### src/rtl/segdesc_validator.sv
module segdesc_validator (
  input  logic        clk,
  input  logic        rst_n,
  input  logic        chk_valid,
  input  logic [1:0]  role,
  input  logic [15:0] sel,
  input  logic [31:0] desc_lo,
  input  logic [31:0] desc_hi,
  input  logic        fetch_ok,
  input  logic [1:0]  code_rpl,
  output logic        res_valid,
  output logic [2:0]  verdict,
  output logic [15:0] err_code,
  output logic [63:0] cache_desc
);
  localparam logic [2:0] V_LOAD = 3'd0;
  localparam logic [2:0] V_NULL = 3'd1;
  localparam logic [2:0] V_TS   = 3'd2;
  localparam logic [2:0] V_NP   = 3'd3;
  localparam logic [2:0] V_SS   = 3'd4;

  logic [3:0] typ;
  logic       s_bit, p_bit;
  logic [1:0] dpl, rpl;
  logic       is_null, is_code, conf, rd_wr;
  logic       type_ok, priv_ok;
  logic [2:0] v_next;

  assign typ     = desc_hi[11:8];
  assign s_bit   = desc_hi[12];
  assign dpl     = desc_hi[14:13];
  assign p_bit   = desc_hi[15];
  assign rpl     = sel[1:0];
  assign is_null = (sel[15:2] == 14'd0);
  assign is_code = typ[3];
  assign conf    = typ[2];
  assign rd_wr   = typ[1];

  always_comb begin
    type_ok = 1'b0;
    priv_ok = 1'b0;
    if (role[1]) begin
      type_ok = s_bit && (!is_code || rd_wr);
      priv_ok = (is_code && conf) || ((rpl <= dpl) && (code_rpl <= dpl));
    end else if (role[0]) begin
      type_ok = s_bit && is_code;
      priv_ok = conf ? (dpl <= rpl) : (dpl == rpl);
    end else begin
      type_ok = s_bit && !is_code && rd_wr;
      priv_ok = (dpl == code_rpl) && (dpl == rpl);
    end
  end

  always_comb begin
    if (is_null)        v_next = role[1] ? V_NULL : V_TS;
    else if (!fetch_ok) v_next = V_TS;
    else if (!type_ok)  v_next = V_TS;
    else if (!priv_ok)  v_next = V_TS;
    else if (!p_bit)    v_next = (role == 2'd0) ? V_SS : V_NP;
    else                v_next = V_LOAD;
  end

  always_ff @(posedge clk) begin
    if (!rst_n) begin
      res_valid  <= 1'b0;
      verdict    <= V_LOAD;
      err_code   <= 16'd0;
      cache_desc <= 64'd0;
    end else begin
      res_valid <= chk_valid;
      if (chk_valid) begin
        verdict    <= v_next;
        err_code   <= (v_next >= V_TS) ? {sel[15:2], 2'b00} : 16'd0;
        cache_desc <= (v_next == V_LOAD) ? {desc_hi, desc_lo} : 64'd0;
      end
    end
  end
endmodule

### config.mk
export PLATFORM = sky130hd
export DESIGN_NAME = segdesc_validator
export DESIGN_NICKNAME = d
export VERILOG_FILES = /design/src/rtl/segdesc_validator.sv
export SDC_FILE = /design/constraint.sdc
export NUM_CORES = 1
export LEC_CHECK = 0
export CAP_MARGIN = 30
export CORE_MARGIN = 2
export CORE_UTILIZATION = 39
export DETAILED_ROUTE_END_ITERATION = 7
export PLACE_DENSITY = 0.8
export SKIP_LAST_GASP = 1
export SLEW_MARGIN = 20
export SYNTH_ARGS = -nofsm -noshare
export SYNTH_HDL_FRONTEND = slang
export SYNTH_SLANG_ARGS = --single-unit
### constraint.sdc
create_clock -name clk -period 2.6 [get_ports clk]
set_input_delay 0.65 -clock clk [delete_from_list [all_inputs] [get_ports clk]]
set_output_delay 0.65 -clock clk [all_outputs]
set_load 0.01 [all_outputs]
==> impl_metrics.csv <==
group,metric,value,unit
routing,wl,9300,um
routing,routed-via-count,3039,
critical_path,worstPathRequired,2.83,ns
cts,clockBufferDepth,2,
critical_path,crit_end,"cache_desc[37]$_SDFFE_PN0P_",
routing,drc,0,
routing,wl_per_cell,16.0,um
cts,cts_buffers,9,
cts,cts_root_buffer,"clkbuf_8",
routing,ant_nets,0,
run_status,outcome,"finished clean",
cts,cts_tree,"yes",
logic_synthesis,yosysWarnings,0,
power,ir_worst_vdd,267,uV
logic_synthesis,synth_edf_count,0,
final_layout,syn_to_final_growth,69.8,%
final_layout,diodes,0,
floorplanning,rows,32,
final_layout,drive_gt1_share,14.6,%
logic_synthesis,syn_area_per_cell,11.0,sq um
floorplanning,core_area,0.00781,sq mm
critical_path,end_kind,"flip-flop",
critical_path,reg2reg_slack,1.88,ns
cts,htreeDepth,3,
logic_synthesis,ys_ff_latch,82,
power,powerDensity,468,mW/mm^2
sta,drv_slew,0,
critical_path,crit_path_start,"sel[0]",
worst_hold_path,hp-class,"reg2reg",
floorplanning,dieHeight,94.0,um
logic_synthesis,ys_types,35,
logic_synthesis,synthFlopType,"dfxtp_1",
critical_path,rr_endpoint,"cache_desc[47]$_SDFFE_PN0P_",
critical_path,r2r_start,"cache_desc[47]$_SDFFE_PN0P_",
final_layout,num-fill-cells,614,
sta,grt_setup_unrepaired,"false",
final_layout,nNetsFinal,565,
placed_design,dp_hpwl,6750,um
sta,timing.final.crit_period,2.49,ns
critical_path,critPathMaxFanout,49,
critical_path,cp.arrival,2.72,ns
cts,cts_hold_buf,0,
job,cap_viol_max_count,0,
sta,final-setup-viol-count,0,
logic_synthesis,synthArstFlopShare,0,%
critical_path,worst_r2r_path_depth,2,
cts,clk_latency,0.35,ns
global_route,grt_max_degree,53,
sta,finalHoldViolations,0,
floorplanning,dieArea,0.00884,sq mm
routing,drt_iter0_markers,83,
placed_design,port-buffer-count,169,
logic_synthesis,syn_area,0.00316,sq mm
placed_design,place.gp.congestion,0.771,
global_route,antenna_found_initial,0,
global_route,grt-ovfl-total,0,
final_layout,final_cell_mix,"165 x clkdlybuf4s50_1, 82 x dfxtp_1, 62 x a22o_1",
cts,numClockSinks,82,
routing,via_per_inst,5.24,
final_layout,layout_commonest_cell,"clkdlybuf4s50_1",
logic_synthesis,synth_top_area_share,51.9,%
power,cellLeakagePower,2.09,nW
logic_synthesis,synth_top_cell_by_area,"dfxtp_1",
logic_synthesis,synth.top_cells.by_area,"dfxtp_1 52%, a22o_1 17%, o211ai_2 4.0%",
floorplanning,initial_core_util,40.5,%
floorplanning,ioPinCount,172,
global_route,grt_util_all_layers,20.7,%
cts,clk_pin_slew,0.09,ns
sta,fin_skew,0,ns
final_layout,utilization,68.8,%
global_route,grt_pass1_wl,14600,um
global_route,grt_pass1_vias,2974,
sta,fmax,0.402,GHz
sta,finalCritPeriodShare,95.6,%
logic_synthesis,ys_seq_area_share,51.9,%
critical_path,startpoint_type,"input port",
power,power,2.51,mW
critical_path,worstSetupPathType,"in2reg",
floorplanning,fp.dieW,94.0,um
logic_synthesis,synth_cells,287,
routing,drtPass1Iterations,4,
## power breakdown
group / total [mW] / internal [mW] / switching [mW]
Sequential: 1.29 / 1.28 / 0.0127
Combinational: 0.370 / 0.232 / 0.138
Clock: 0.853 / 0.364 / 0.489
## layer usage
| layer | up-vias | share of wire (%) | track usage, % |
|---|---|---|---|
| met5 | - | 0 | 0 |
| met4 | 0 | 1.5 | 6.52 |
| met3 | 12 | 8.2 | 5.30 |
| met2 | 129 | 49 | 35.4 |
| met1 | 1439 | 42 | 25.5 |
| li1 | 1459 | - | - |
## stage by stage
stage	hold slack [ns]	setup WS (ns)	instance area [sq um]	cells	TNS [ns]
after floorplan	0.472	0.179	3170	288	0
after global placement	0.436	-0.368	5070	560	-27.85
after detailed placement	0.456	-0.462	5070	560	-33.21
after CTS	0.471	-0.0291	5320	579	-0.167
after global routing	0.490	0.0155	5370	580	0
final	0.461	0.114	5370	580	0
## cell type report
| cell class | count | area (sq um) | share of cell area [%] |
|---|---|---|---|
| Timing Repair Buffer | 202 | 2010 | 37.4 |
| Sequential cell | 82 | 1640 | 30.6 |
| Multi-Input combinational cell | 172 | 1390 | 25.8 |
| Tap cell | 102 | 128 | 2.38 |
| Clock buffer | 9 | 124 | 2.31 |
| Clock inverter | 7 | 58.8 | 1.10 |
| Inverter | 6 | 22.5 | 0.419 |
## synthesized netlist by cell type, types with 2 or more instances
master / number
nand2b_1: 2
o21ai_0: 2
nor2_1: 5
buf_4: 2
a22o_1: 62
o21a_1: 2
nand3_1: 14
ha_1: 4
dfxtp_1: 82
nor4_1: 3
buf_6: 8
nand3b_1: 15
o211ai_1: 5
nand4_1: 14
nor2b_1: 7
inv_1: 6
nor3_1: 2
nand2_1: 8
o211ai_2: 10
a21oi_1: 3
clkbuf_1: 17
## worst min path at each step
stage	start	to	cells after the start
6_report	verdict[1]$_SDFFE_PN0P_	verdict[1]$_SDFFE_PN0P_	2
5_1_grt	cache_desc[48]$_SDFFE_PN0P_	cache_desc[48]$_SDFFE_PN0P_	1
4_1_cts	verdict[1]$_SDFFE_PN0P_	verdict[1]$_SDFFE_PN0P_	2
3_5_place_dp	cache_desc[56]$_SDFFE_PN0P_	cache_desc[56]$_SDFFE_PN0P_	1
3_3_place_gp	verdict[1]$_SDFFE_PN0P_	verdict[1]$_SDFFE_PN0P_	2
2_1_floorplan	verdict[1]$_SDFFE_PN0P_	verdict[1]$_SDFFE_PN0P_	2
## what timing repair did
item	4_1_cts	5_1_grt
pin swaps	6	7
buffers inserted	2	1
endpoints found under the setup margin	76	78
resized for setup	5	9
gates cloned	1	0
## state kept, by name, indices dropped and copies added (netlist names)
register	flops
cache_desc	64
err_code	14
res_valid	1
verdict	3
## cells by family after synthesis
kind of cell | synth area share (%)
adder cells (fa/ha/maj) | 1.58
AO/OA/AOI/OAI | 25.6
buffers and inverters | 6.21
other | 0.119
AND/OR/NAND/NOR | 14.2
flip-flops | 51.9
multiplexers | 0.317
## critical path, stage by stage
cell and delay [ns]:
clkdlybuf4s50_1 0.50, ha_4 0.21, nand2b_4 0.13, a21o_1 0.18, a221oi_2 0.26, nor3_1 0.11
and3_4 0.21, buf_12 0.18, a22o_1 0.26
Power figures use the tool's default switching activity.
